$ cat src/rtl/irq_ctrl_pkg.sv
// Package: shared constants, request map and types for the interrupt controller.
// Assumes 32-bit registers and at most 64 request numbers (6-bit vector field).
package irq_ctrl_pkg;

    localparam int REG_W   = 32;
    localparam int ADDR_W  = 8;
    localparam int GRP_N   = 5;

    // Byte offsets of the register port.
    localparam logic [ADDR_W-1:0] OFF_ROUTE  = 8'h00;
    localparam logic [ADDR_W-1:0] OFF_VEC_LO = 8'h04;
    localparam logic [ADDR_W-1:0] OFF_EN_PRI = 8'h20;
    localparam logic [ADDR_W-1:0] OFF_EN_SEC = 8'h24;
    localparam logic [ADDR_W-1:0] OFF_VEC_HI = 8'h60;

    // Where a request number finds its enable bit and its routing group.
    typedef struct packed {
        logic       valid;
        logic       secondary;
        logic [4:0] bitpos;
        logic [2:0] group;
    } src_map_t;

    // Computes the map entry of one request number; unlisted numbers are invalid.
    function automatic src_map_t src_map(input int n);
        src_map_t m;
        m = '0;
        if (n >= 1 && n <= 3) begin
            m.valid = 1'b1; m.bitpos = 5'(16 - n); m.group = 3'd0;
        end else if (n >= 10 && n <= 15) begin
            m.valid = 1'b1; m.bitpos = 5'(16 - n); m.group = 3'd1;
        end else if (n == 20) begin
            m.valid = 1'b1; m.secondary = 1'b1; m.bitpos = 5'd28; m.group = 3'd2;
        end else if (n >= 25 && n <= 28) begin
            m.valid = 1'b1; m.secondary = 1'b1; m.bitpos = 5'(48 - n); m.group = 3'd2;
        end else if (n >= 32 && n <= 36) begin
            m.valid = 1'b1; m.bitpos = 5'(63 - n); m.group = 3'd3;
        end else if (n >= 40 && n <= 43) begin
            m.valid = 1'b1; m.bitpos = 5'(63 - n); m.group = 3'd4;
        end
        return m;
    endfunction

    // Builds the set of defined bits in one enable register from the map.
    function automatic logic [REG_W-1:0] defined_bits(input logic secondary, input int nsrc);
        logic [REG_W-1:0] d;
        src_map_t m;
        d = '0;
        for (int n = 0; n < nsrc; n++) begin
            m = src_map(n);
            if (m.valid && (m.secondary == secondary)) d[m.bitpos] = 1'b1;
        end
        return d;
    endfunction

endpackage

$ cat src/rtl/irq_ctrl_regs.sv
// Module: register file and read mux of the interrupt controller.
// Holds the routing and both enable registers; undefined bits are never stored.
// Assumes single-cycle accesses: a write takes effect at the clock edge of its cycle,
// read data is combinational from the current register state.
module irq_ctrl_regs
    import irq_ctrl_pkg::*;
#(
    parameter int NUM_SRC = 64,
    parameter int VEC_W   = $clog2(NUM_SRC)
) (
    input  logic              clk,
    input  logic              rst_n,
    input  logic              bus_sel,
    input  logic              bus_wr,
    input  logic [ADDR_W-1:0] bus_addr,
    input  logic [REG_W-1:0]  bus_wdata,
    input  logic [VEC_W-1:0]  vec_lo,
    input  logic [VEC_W-1:0]  vec_hi,
    output logic [GRP_N-1:0]  route_q,
    output logic [REG_W-1:0]  en_pri_q,
    output logic [REG_W-1:0]  en_sec_q,
    output logic [REG_W-1:0]  bus_rdata
);
    localparam logic [REG_W-1:0] PRI_DEF = defined_bits(1'b0, NUM_SRC);
    localparam logic [REG_W-1:0] SEC_DEF = defined_bits(1'b1, NUM_SRC);
    localparam int               PAD_W   = REG_W - VEC_W;

    logic wr_en;
    logic rd_en;
    logic addr_known;
    assign wr_en = bus_sel && bus_wr;
    assign rd_en = bus_sel && !bus_wr;

    // Flags offsets that have a register behind them.
    always_comb begin
        addr_known = (bus_addr == OFF_ROUTE)  || (bus_addr == OFF_VEC_LO) ||
                     (bus_addr == OFF_EN_PRI) || (bus_addr == OFF_EN_SEC) ||
                     (bus_addr == OFF_VEC_HI);
    end

    // Stores writes to the routing and enable registers, keeping defined bits only.
    always_ff @(posedge clk) begin
        if (!rst_n) begin
            route_q  <= '0;
            en_pri_q <= '0;
            en_sec_q <= '0;
        end else if (wr_en) begin
            if (bus_addr == OFF_ROUTE)  route_q  <= bus_wdata[GRP_N-1:0];
            if (bus_addr == OFF_EN_PRI) en_pri_q <= bus_wdata & PRI_DEF;
            if (bus_addr == OFF_EN_SEC) en_sec_q <= bus_wdata & SEC_DEF;
        end
    end

    // Selects read data by offset; vectors sit in the top bits of the word.
    always_comb begin
        bus_rdata = '0;
        if (rd_en) begin
            case (bus_addr)
                OFF_ROUTE:  bus_rdata = {{(REG_W-GRP_N){1'b0}}, route_q};
                OFF_VEC_LO: bus_rdata = {vec_lo, {PAD_W{1'b0}}};
                OFF_EN_PRI: bus_rdata = en_pri_q;
                OFF_EN_SEC: bus_rdata = en_sec_q;
                OFF_VEC_HI: bus_rdata = {vec_hi, {PAD_W{1'b0}}};
                default:    bus_rdata = '0;
            endcase
        end
    end

    AST_UNDEF_WR_IGNORED: assert property (@(posedge clk) disable iff (!rst_n)
        (wr_en && !addr_known) |=> ($stable(route_q) && $stable(en_pri_q) && $stable(en_sec_q)));
    AST_VEC_WR_IGNORED: assert property (@(posedge clk) disable iff (!rst_n)
        (wr_en && (bus_addr == OFF_VEC_LO || bus_addr == OFF_VEC_HI))
        |=> ($stable(route_q) && $stable(en_pri_q) && $stable(en_sec_q)));

endmodule

$ cat src/rtl/irq_ctrl_enable_map.sv
// Module: applies enable bits and routing to the raw request levels.
// Produces one request set per output line; unmapped request numbers are tied off.
// Assumes the request map of irq_ctrl_pkg; purely combinational.
module irq_ctrl_enable_map
    import irq_ctrl_pkg::*;
#(
    parameter int NUM_SRC = 64
) (
    input  logic [NUM_SRC-1:0] irq_src,
    input  logic [REG_W-1:0]   en_pri_q,
    input  logic [REG_W-1:0]   en_sec_q,
    input  logic [GRP_N-1:0]   route_q,
    output logic [NUM_SRC-1:0] req_lo,
    output logic [NUM_SRC-1:0] req_hi
);
    localparam logic [REG_W-1:0] PRI_DEF = defined_bits(1'b0, NUM_SRC);
    localparam logic [REG_W-1:0] SEC_DEF = defined_bits(1'b1, NUM_SRC);

    logic [NUM_SRC-1:0] tied_off;

    for (genvar n = 0; n < NUM_SRC; n++) begin : g_src
        localparam src_map_t M = src_map(n);
        if (M.valid) begin : g_wired
            logic enabled;
            logic to_hi;
            // Picks the enable bit and routing bit of this request.
            always_comb begin
                enabled = M.secondary ? en_sec_q[M.bitpos] : en_pri_q[M.bitpos];
                to_hi   = route_q[M.group];
            end
            assign req_lo[n]   = irq_src[n] & enabled & ~to_hi;
            assign req_hi[n]   = irq_src[n] & enabled & to_hi;
            assign tied_off[n] = 1'b0;
        end else begin : g_absent
            assign req_lo[n]   = 1'b0;
            assign req_hi[n]   = 1'b0;
            assign tied_off[n] = irq_src[n];
        end
    end

    logic unused_inputs;
    assign unused_inputs = ^{tied_off, en_pri_q & ~PRI_DEF, en_sec_q & ~SEC_DEF};

endmodule

$ cat src/rtl/irq_ctrl_prio.sv
// Module: fixed-priority encoder, lowest request number wins.
// Request 0 is never reported, so an output of zero means no request.
// Assumes bit 0 of the request set is always clear; purely combinational.
module irq_ctrl_prio #(
    parameter int NUM_SRC = 64,
    parameter int VEC_W   = $clog2(NUM_SRC)
) (
    input  logic [NUM_SRC-1:0] req,
    output logic [VEC_W-1:0]   winner
);
    logic unused_req0;
    assign unused_req0 = req[0];

    // Scans from the top so the lowest set index is the last one kept.
    always_comb begin
        winner = '0;
        for (int i = NUM_SRC - 1; i >= 1; i--) begin
            if (req[i]) winner = VEC_W'(i);
        end
    end

endmodule

$ cat src/rtl/irq_ctrl_top.sv
// Module: top of the masked level interrupt controller with two vector outputs.
// Registers one vector per line each clock from the enabled, routed requests;
// each line is high while its vector is nonzero.
// Assumes request inputs are synchronous to clk; synchronous active-low reset.
module irq_ctrl_top
    import irq_ctrl_pkg::*;
#(
    parameter int NUM_SRC = 64,
    parameter int VEC_W   = $clog2(NUM_SRC)
) (
    input  logic              clk,
    input  logic              rst_n,
    input  logic              bus_sel,
    input  logic              bus_wr,
    input  logic [ADDR_W-1:0] bus_addr,
    input  logic [REG_W-1:0]  bus_wdata,
    output logic [REG_W-1:0]  bus_rdata,
    input  logic [NUM_SRC-1:0] irq_src,
    output logic              irq_lo,
    output logic              irq_hi
);
    logic [GRP_N-1:0]   route_q;
    logic [REG_W-1:0]   en_pri_q;
    logic [REG_W-1:0]   en_sec_q;
    logic [NUM_SRC-1:0] req_lo;
    logic [NUM_SRC-1:0] req_hi;
    logic [VEC_W-1:0]   win_lo;
    logic [VEC_W-1:0]   win_hi;
    logic [VEC_W-1:0]   vec_lo_q;
    logic [VEC_W-1:0]   vec_hi_q;

    irq_ctrl_regs #(.NUM_SRC(NUM_SRC), .VEC_W(VEC_W)) regs_i (
        .clk       (clk),
        .rst_n     (rst_n),
        .bus_sel   (bus_sel),
        .bus_wr    (bus_wr),
        .bus_addr  (bus_addr),
        .bus_wdata (bus_wdata),
        .vec_lo    (vec_lo_q),
        .vec_hi    (vec_hi_q),
        .route_q   (route_q),
        .en_pri_q  (en_pri_q),
        .en_sec_q  (en_sec_q),
        .bus_rdata (bus_rdata)
    );

    irq_ctrl_enable_map #(.NUM_SRC(NUM_SRC)) map_i (
        .irq_src  (irq_src),
        .en_pri_q (en_pri_q),
        .en_sec_q (en_sec_q),
        .route_q  (route_q),
        .req_lo   (req_lo),
        .req_hi   (req_hi)
    );

    irq_ctrl_prio #(.NUM_SRC(NUM_SRC), .VEC_W(VEC_W)) prio_lo_i (
        .req    (req_lo),
        .winner (win_lo)
    );

    irq_ctrl_prio #(.NUM_SRC(NUM_SRC), .VEC_W(VEC_W)) prio_hi_i (
        .req    (req_hi),
        .winner (win_hi)
    );

    // Samples both winners once per clock into the vector registers.
    always_ff @(posedge clk) begin
        if (!rst_n) begin
            vec_lo_q <= '0;
            vec_hi_q <= '0;
        end else begin
            vec_lo_q <= win_lo;
            vec_hi_q <= win_hi;
        end
    end

    // Drives each line from its registered vector.
    always_comb begin
        irq_lo = (vec_lo_q != '0);
        irq_hi = (vec_hi_q != '0);
    end

    // Delayed copies of the request sets and routing, used only by assertions.
    logic [NUM_SRC-1:0] req_lo_d;
    logic [NUM_SRC-1:0] req_hi_d;
    logic [GRP_N-1:0]   route_d;
    localparam logic [NUM_SRC-1:0] ONE = NUM_SRC'(1);

    // Keeps one-clock-old request sets for the checks below.
    always_ff @(posedge clk) begin
        if (!rst_n) begin
            req_lo_d <= '0;
            req_hi_d <= '0;
            route_d  <= '0;
        end else begin
            req_lo_d <= req_lo;
            req_hi_d <= req_hi;
            route_d  <= route_q;
        end
    end

    AST_LO_FROM_ENABLED: assert property (@(posedge clk) disable iff (!rst_n)
        (vec_lo_q != '0) |-> req_lo_d[vec_lo_q]);
    AST_HI_FROM_ENABLED: assert property (@(posedge clk) disable iff (!rst_n)
        (vec_hi_q != '0) |-> req_hi_d[vec_hi_q]);
    AST_LO_LOWEST_WINS: assert property (@(posedge clk) disable iff (!rst_n)
        (vec_lo_q != '0) |-> ((req_lo_d & ((ONE << vec_lo_q) - ONE)) == '0));
    AST_HI_LOWEST_WINS: assert property (@(posedge clk) disable iff (!rst_n)
        (vec_hi_q != '0) |-> ((req_hi_d & ((ONE << vec_hi_q) - ONE)) == '0));
    AST_NOT_LATCHED: assert property (@(posedge clk) disable iff (!rst_n)
        (req_lo_d == '0) |-> (vec_lo_q == '0));
    AST_LINES_DISJOINT: assert property (@(posedge clk) disable iff (!rst_n)
        (vec_lo_q != '0) |-> (vec_lo_q != vec_hi_q));
    AST_ROUTE_ZERO_HI_IDLE: assert property (@(posedge clk) disable iff (!rst_n)
        (route_d == '0) |-> !irq_hi);

endmodule

$ cat config.mk
export PLATFORM = sky130hd
export DESIGN_NAME = irq_ctrl_top
export DESIGN_NICKNAME = d
export VERILOG_FILES = /design/src/rtl/irq_ctrl_pkg.sv /design/src/rtl/irq_ctrl_regs.sv /design/src/rtl/irq_ctrl_enable_map.sv /design/src/rtl/irq_ctrl_prio.sv /design/src/rtl/irq_ctrl_top.sv
export SDC_FILE = /design/constraint.sdc
export NUM_CORES = 1
export LEC_CHECK = 0
export CAP_MARGIN = 15
export CORE_UTILIZATION = 25
export CTS_CLUSTER_DIAMETER = 40
export DETAILED_ROUTE_END_ITERATION = 10
export SYNTH_ARGS = -nofsm -noshare
export SYNTH_HDL_FRONTEND = slang
export SYNTH_HIERARCHICAL = 1
export SYNTH_SLANG_ARGS = --single-unit
$ cat constraint.sdc
create_clock -name clk -period 3.7 [get_ports clk]
set_clock_uncertainty 0.05 [all_clocks]
set_input_delay 0.74 -clock clk [delete_from_list [all_inputs] [get_ports clk]]
set_output_delay 0.74 -clock clk [all_outputs]
set_load 0.02 [all_outputs]
==> results of run 1 <==
-- final timing paths --
path	startpoint	end	slack, ns	depth (start not counted)
setup / recovery	bus_addr[1]	bus_rdata[20]	0.07	7
hold / removal	regs_i/en_pri_q[5]$_SDFFE_PN0P_	regs_i/en_pri_q[5]$_SDFFE_PN0P_	0.43	2
setup reg to reg	regs_i/route_q[4]$_SDFFE_PN0P_	vec_lo_q[1]$_SDFF_PN0_	1.03	7
hold reg to reg	regs_i/en_pri_q[5]$_SDFFE_PN0P_	regs_i/en_pri_q[5]$_SDFFE_PN0P_	0.43	2
-- power by group --
group	switching, W	internal, W	total, W
Clock	0.000185	0.000266	0.000451
Sequential	0.00000298	0.000435	0.000438
Combinational	0.000136	0.000119	0.000256
Total	0.000324	0.000820	0.00114
-- routing by layer --
layer | GRT usage | up-vias | wire, µm
met5 | 0 | - | 0
met4 | 0.03272 | 0 | 189
met3 | 0.02778 | 17 | 1000
met2 | 0.2490 | 153 | 6210
met1 | 0.2144 | 2083 | 6793
li1 | - | 2327 | -
-- critical path: cells and delay by family --
kind	cells	cell delay, ns
AOI/OAI and AO/OA	1	0.11
and+or+nand+nor	3	0.93
buffers and inverters	3	1.05
-- stage by stage --
step,utilization,TNS [ns]
after floorplan,-,0
after global placement,0.3076,-3.712
after detailed placement,0.3076,-3.241
after CTS,0.3146,0
after global routing,0.3144,0
final,0.3144,0
-- registers in the layout, summed over array words and instances, names as in the netlist --
register	flops
vec_hi_q	6
regs_i/route_q	5
regs_i/en_pri_q	18
regs_i/en_sec_q	5
vec_lo_q	6
-- cell type report --
class                   count  area, µm²
clock buffers               6      138.9
clock inverters             2      10.01
fillers                  1882      11980
inverters                  21      78.83
multi-input cells         555       3238
flip-flops and latches     40      800.8
well taps                 225      281.5
repair buffers            105      947.2
==> results.env, run 1 <==
STATUS='completed'
DRTPASS1ITERATIONS=5
PATH_CLK_SLEW_NS=0.06
TYPE_OF_ORIGIN_OF_THE_CRITICAL_PATH='primary input'
POST-ROUTE-PERIOD-UTIL=0.9799
HOLD_PATH.CLASS='flop to flop'
CTS_RESIZED=20
CTS.ROOT.BUFFER_CELL='clkbuf_16'
TOTAL_LEAKAGE_POWER_nW=2.287
SYNTH-WARNING-COUNT=6
MAX_SLEW_MARGIN=0.5793
SYNTHCELLS=627
SYN-CELL-AREA_UM2=4523
FMAX_GHz=0.2758
FLOORPLAN.DIE.WIDTH_UM=136.5
ROUTE.ANTENNA.REMAINING_NETS=0
REQUIRED_NS=2.91
SYN-MEAN-INSTANCE-AREA_UM2=7.214
PERIOD_NEEDED_NS=3.626
POSTLAYOUTSETUPSLACKWORST_NS=0.07431
DETAILED_PLACE_HPWL_UM=11710
AREA_GROWTH_PCT=21.49
FP-ROW-COUNT=48
HOLDWS_NS=0.4344
GRT_START_MAX_NET_PINS=41
CRITICAL_PATH_PEAK_FANOUT=11
POST_DETAILED_ROUTE_WIRELENGTH_PER_CELL_UM=14.88
TIMING_WORST_SLEW_PIN_VALUE_NS=0.6151
ARRIVAL_NS=2.84
TIMING.FINAL.MAX_SLEW_VIOLATIONS=0
STARTING_UTILIZATION_OF_THE_CORE_AREA=0.2588
HOLD_VIOL_FINAL=0
REMAINING_DRC_ERRORS=0
DETAIL_ROUTE.VIAS_PER_CELL=4.801
CRIT_CHAIN='clkdlybuf4s50_1, or4_1, nor2_4, buf_4, a22oi_1, nor2_1, dlygate4sd2_1'
CTS_MAX_PATH_BUFFERS=2
DPL-INSTANCE-AREA_UM2=5375
FINAL_LAYOUT_SIZE_SUFFIX_GT1_FRAC=0.1015
GPL.FINAL_WEIGHTED_CONGESTION=0.8854
NUMBER_OF_ANTENNA_VIOLATIONS_AT_THE_FIRST_CHECK_IN_GLOBAL_ROUTING=0
H-TREE-DEPTH=2
PRECTSSETUPSLACK_NS=-0.2360
ROUTED_WL_UM=14190
CTS.REPAIR_TIMING.SETUP_BUFFER_COUNT=0
LAYOUT_COMMONEST_CELL='conb_1'
PLACED_CELLS=946
SETUP_VIOL=0
GRT.OVERFLOW.TOTAL=0
FIN_TOTAL_PWR_W=0.001145
FIRST_ITER_VIOLATIONS=288
LAYOUT.CELLS.MOST_COMMON_LIST='conb_1 (92), nor2_1 (66), nand2_1 (59)'
WORST_PATH_LARGEST_CELL_DELAY_NS=0.62
MAX_CAP_VIOL_COUNT=0
CRITICAL-PATH-SLOWEST-CELL='or4_1'
TIMING_WORST_SETUP_PATH_TYPE='primary input to output port'
GRT_UTIL_ALL_LAYERS=0.1550
IOPINCOUNT=142
FP.DIEAREA_UM2=18630
POWER.IR.VDD_WORST_V=0.0001268
CLOCK_LATENCY_NS=0.29
CORE_AREA_UM2=17480
RSZ0062_AT_GRT='no'
QUANTITY_OF_I_O_BUFFERS_INSERTED_ON_PORTS=75
VIA_COUNT=4580
ANTENNA_CELLS_INSERTED=0
TRITONCTS='yes'
LAYOUT.CELLS.NON_FILLER=954
TIMING.CRITICAL_PATH.TO_TYPE='output port'
LAYOUT.CELL_AREA.NON_FILLER_UM2=5495
FINISH.NET_COUNT=836
GRT_PASS1_VIAS=4256
DIE_H_UM=136.5
POST_CTS_HOLD_BUFFER_COUNT=0
TRITONCTS_NUM_SINKS=40
GRT_FIRST_PASS_WIRELENGTH_UM=21850
CTS_INSERTED_BUFFERS=5
CELLPOWERDENSITY_nW_PER_UM2=208.3
Note: power is estimated with default switching activity, not from simulation.
==> run 2: changes to the inputs <==
--- a/config.mk
+++ b/config.mk
@@ -6,9 +6,12 @@
 export NUM_CORES = 1
 export LEC_CHECK = 0
 export CAP_MARGIN = 15
-export CORE_UTILIZATION = 25
+export CELL_PAD_IN_SITES_DETAIL_PLACEMENT = 1
+export CELL_PAD_IN_SITES_GLOBAL_PLACEMENT = 1
+export CORE_UTILIZATION = 30
 export CTS_CLUSTER_DIAMETER = 40
 export DETAILED_ROUTE_END_ITERATION = 10
+export PLACE_DENSITY_LB_ADDON = 0.1
 export SYNTH_ARGS = -nofsm -noshare
 export SYNTH_HDL_FRONTEND = slang
 export SYNTH_HIERARCHICAL = 1
==> results.env, run 2 (synthesis results as in run 1) <==
STATUS='complete, but fails checks'
MAX_CAP_VIOL_COUNT=0  # unchanged
CELLPOWERDENSITY_nW_PER_UM2=221.5  # +6.4%
CTS_MAX_PATH_BUFFERS=2  # unchanged
GRT_PASS1_VIAS=4771  # +12%
CRITICAL_PATH_PEAK_FANOUT=5  # -6
LAYOUT.CELLS.MOST_COMMON_LIST='conb_1 (92), nor2_1 (65), nand2_1 (59)'
FIRST_ITER_VIOLATIONS=274  # -4.9%
STARTING_UTILIZATION_OF_THE_CORE_AREA=0.3089  # +0.05006
FINAL_LAYOUT_SIZE_SUFFIX_GT1_FRAC=0.1110  # +0.009450
PLACED_CELLS=902  # -4.7%
CLOCK_LATENCY_NS=0.30  # about the same
POWER_FRAC_SEQ=0.357  # -0.026
DRTPASS1ITERATIONS=7  # +2
TIMING_WORST_SLEW_PIN_VALUE_NS=0.7087  # +0.09359 ns
RSZ0062_AT_GRT='no'
CRITICAL-PATH-TOP-DELAY-FAMILY='buffers and inverters'
GPL.FINAL_WEIGHTED_CONGESTION=0.8618  # -2.7%
TIMING.CRITICAL_PATH.TO_TYPE='output port'
CORE_AREA_UM2=14640  # -16%
ANTENNA_CELLS_INSERTED=0  # unchanged
GRT_FIRST_PASS_WIRELENGTH_UM=25370  # +16%
DETAILED_PLACE_HPWL_UM=13320  # +14%
LAYOUT_COMMONEST_CELL='conb_1'
ROUTE.ANTENNA.REMAINING_NETS=0  # unchanged
LARGEST_REGISTER_FFS=18  # unchanged
LARGESTREGISTERS='regs_i/en_pri_q: 18 flops, vec_hi_q: 6 flops, vec_lo_q: 6 flops'
POWER.IR.VDD_WORST_V=0.0001369  # +8.0%
POSTLAYOUTSETUPSLACKWORST_NS=0.1004  # +0.02607 ns
TOTAL_LEAKAGE_POWER_nW=2.310  # +1.0%
REQUIRED_NS=2.91  # about the same
FLOORPLAN.DIE.WIDTH_UM=124.8  # -8.6%
LARGEST_REGISTER='regs_i/en_pri_q'
SHARE_COMB_OF_TOTAL_POWER=0.209  # -0.014
CP.BUFFERS_INVERTERS=4  # +1
TYPE_OF_ORIGIN_OF_THE_CRITICAL_PATH='primary input'
LAYOUT.CELL_AREA.NON_FILLER_UM2=5529  # +0.61%
DIE_H_UM=124.8  # -8.6%
TIMING.CRITICAL_PATH.MODE_CELL='buf_4'
PATH_CLK_SLEW_NS=0.07  # about the same
SWITCHING_SHARE=0.2859  # +0.002670
DPL-INSTANCE-AREA_UM2=5314  # -1.1%
SETUP_VIOL=0  # unchanged
CTS.ROOT.BUFFER_CELL='clkbuf_16'
GRT.OVERFLOW.TOTAL=0  # unchanged
P_CLK_FRAC=0.434  # +0.040
HOLD_PATH.CLASS='flop to flop'
LAYOUT.CELLS.NON_FILLER=914  # -4.2%
REMAINING_DRC_ERRORS=12  # +12
ARRIVAL_NS=2.81  # -0.03 ns
DETAIL_ROUTE.VIAS_PER_CELL=5.115  # +6.5%
POST_CTS_HOLD_BUFFER_COUNT=0  # unchanged
TIMING_WORST_SETUP_PATH_TYPE='primary input to output port'
CTS_INSERTED_BUFFERS=5  # unchanged
FINALCOREUTILIZATION=0.3776  # +0.06313
CRIT_CHAIN='clkdlybuf4s50_1, buf_4, or4_1, nor2_1, buf_4, a22oi_1, a21oi_1, dlygate4sd2_1'
ROUTED_WL_UM=15910  # +12%
GRT_UTIL_ALL_LAYERS=0.2081  # +0.05313
TIMING.FINAL.MAX_SLEW_VIOLATIONS=0  # unchanged
WORST_PATH_LARGEST_CELL_DELAY_NS=0.50  # -0.12 ns
VIA_COUNT=4675  # +2.1%
HOLD_VIOL_FINAL=0  # unchanged
TRITONCTS='yes'
CRITICAL-PATH-SLOWEST-CELL='or4_1'
POST_DETAILED_ROUTE_WIRELENGTH_PER_CELL_UM=17.41  # +17%
QUANTITY_OF_I_O_BUFFERS_INSERTED_ON_PORTS=75  # unchanged
AREA_GROWTH_PCT=22.24
P_SWITCHING_W=0.0003503  # +8.0%
FMAX_GHz=0.2778  # +0.72%
NUMBER_OF_ANTENNA_VIOLATIONS_AT_THE_FIRST_CHECK_IN_GLOBAL_ROUTING=0  # unchanged
H-TREE-DEPTH=2  # unchanged
TRITONCTS_NUM_SINKS=40  # unchanged
FP.DIEAREA_UM2=15570  # -16%
VIOLATED_CHECKS='design-rule violations'
FP-ROW-COUNT=44  # -8.3%
PERIOD_NEEDED_NS=3.600  # -0.02607 ns
FINALSETUPTNS_NS=0  # unchanged
IOPINCOUNT=142  # unchanged
POST-ROUTE-PERIOD-UTIL=0.9729  # -0.007046
MAX_SLEW_MARGIN=0.5215  # -0.05778
PRECTSSETUPSLACK_NS=-0.2262  # +0.009827 ns
FINISH.NET_COUNT=837  # +0.12%
GRT_START_MAX_NET_PINS=41  # unchanged
P_INT_W=0.0008747  # +6.6%
-- run 2: cell types whose count changed in the layout (fill, tap and decap cells not counted), moves of 2 or more --
cell | before | now
or4b_4 | 0 | 2
or4b_1 | 2 | 0
dlymetal6s2s_1 | 0 | 2
clkdlybuf4s15_1 | 0 | 5
clkinv_2 | 2 | 0
dlygate4sd2_1 | 19 | 11
clkdlybuf4s15_2 | 0 | 2
-- run 2: cell type report --
type	count	area [µm²]
fillers	1866	9115
multi-input cells	555	3258
repair buffers	106	989.7
flip-flops and latches	40	800.8
well taps	184	230.2
clock buffers	5	125.1
inverters	21	78.83
clock inverters	3	46.29
-- run 2: path summary, 6_finish.rpt --
check,cells past startpoint,endpoint,start,slack [ns]
worst min-delay path,2,regs_i/en_pri_q[3]$_SDFFE_PN0P_,regs_i/en_pri_q[3]$_SDFFE_PN0P_,0.44
worst max-delay path,8,bus_rdata[27],bus_addr[7],0.10
worst min register to register,2,regs_i/en_pri_q[3]$_SDFFE_PN0P_,regs_i/en_pri_q[3]$_SDFFE_PN0P_,0.44
worst max register to register,8,vec_lo_q[1]$_SDFF_PN0_,regs_i/route_q[1]$_SDFFE_PN0P_,1.02
-- run 2: timing repair --
item                       CTS  global route
buffers inserted             2             2
resized for setup           29             5
setup endpoints to repair   20            10
pin swaps                    1             1
-- run 2: routing by layer --
layer / wire length, µm / part of all wire / track usage / up-vias
li1: - / - / - / 2325
met4: 373 / 0.023 / 0.06318 / 0
met2: 7270 / 0.46 / 0.3496 / 122
met1: 7472 / 0.47 / 0.2715 / 2209
met5: 0 / 0 / 0 / -
met3: 792 / 0.050 / 0.03351 / 19
-- run 2: tightest hold or removal path: stages (launching register included) --
cell,delay [ns]
dfxtp_1,0.33
nand2_1,0.07
a21boi_2,0.05
-- run 2: per-stage QoR --
step                      hold WS, ns  power (W)
after floorplan                0.4029  0.0006503
after global routing           0.4571   0.001278
final                          0.4430   0.001225
after CTS                      0.4394   0.001223
after detailed placement       0.4301  0.0006840
after global placement         0.4228  0.0006825
-- run 2: power by group through the flow --
stage	sequential, W	combinational [W]	clock, W
after global placement	0.000448	0.000235	0
after detailed placement	0.000448	0.000236	0
after floorplan	0.000446	0.000204	0
final	0.000438	0.000256	0.000531
after global routing	0.000438	0.000282	0.000558
after CTS	0.000438	0.000239	0.000546
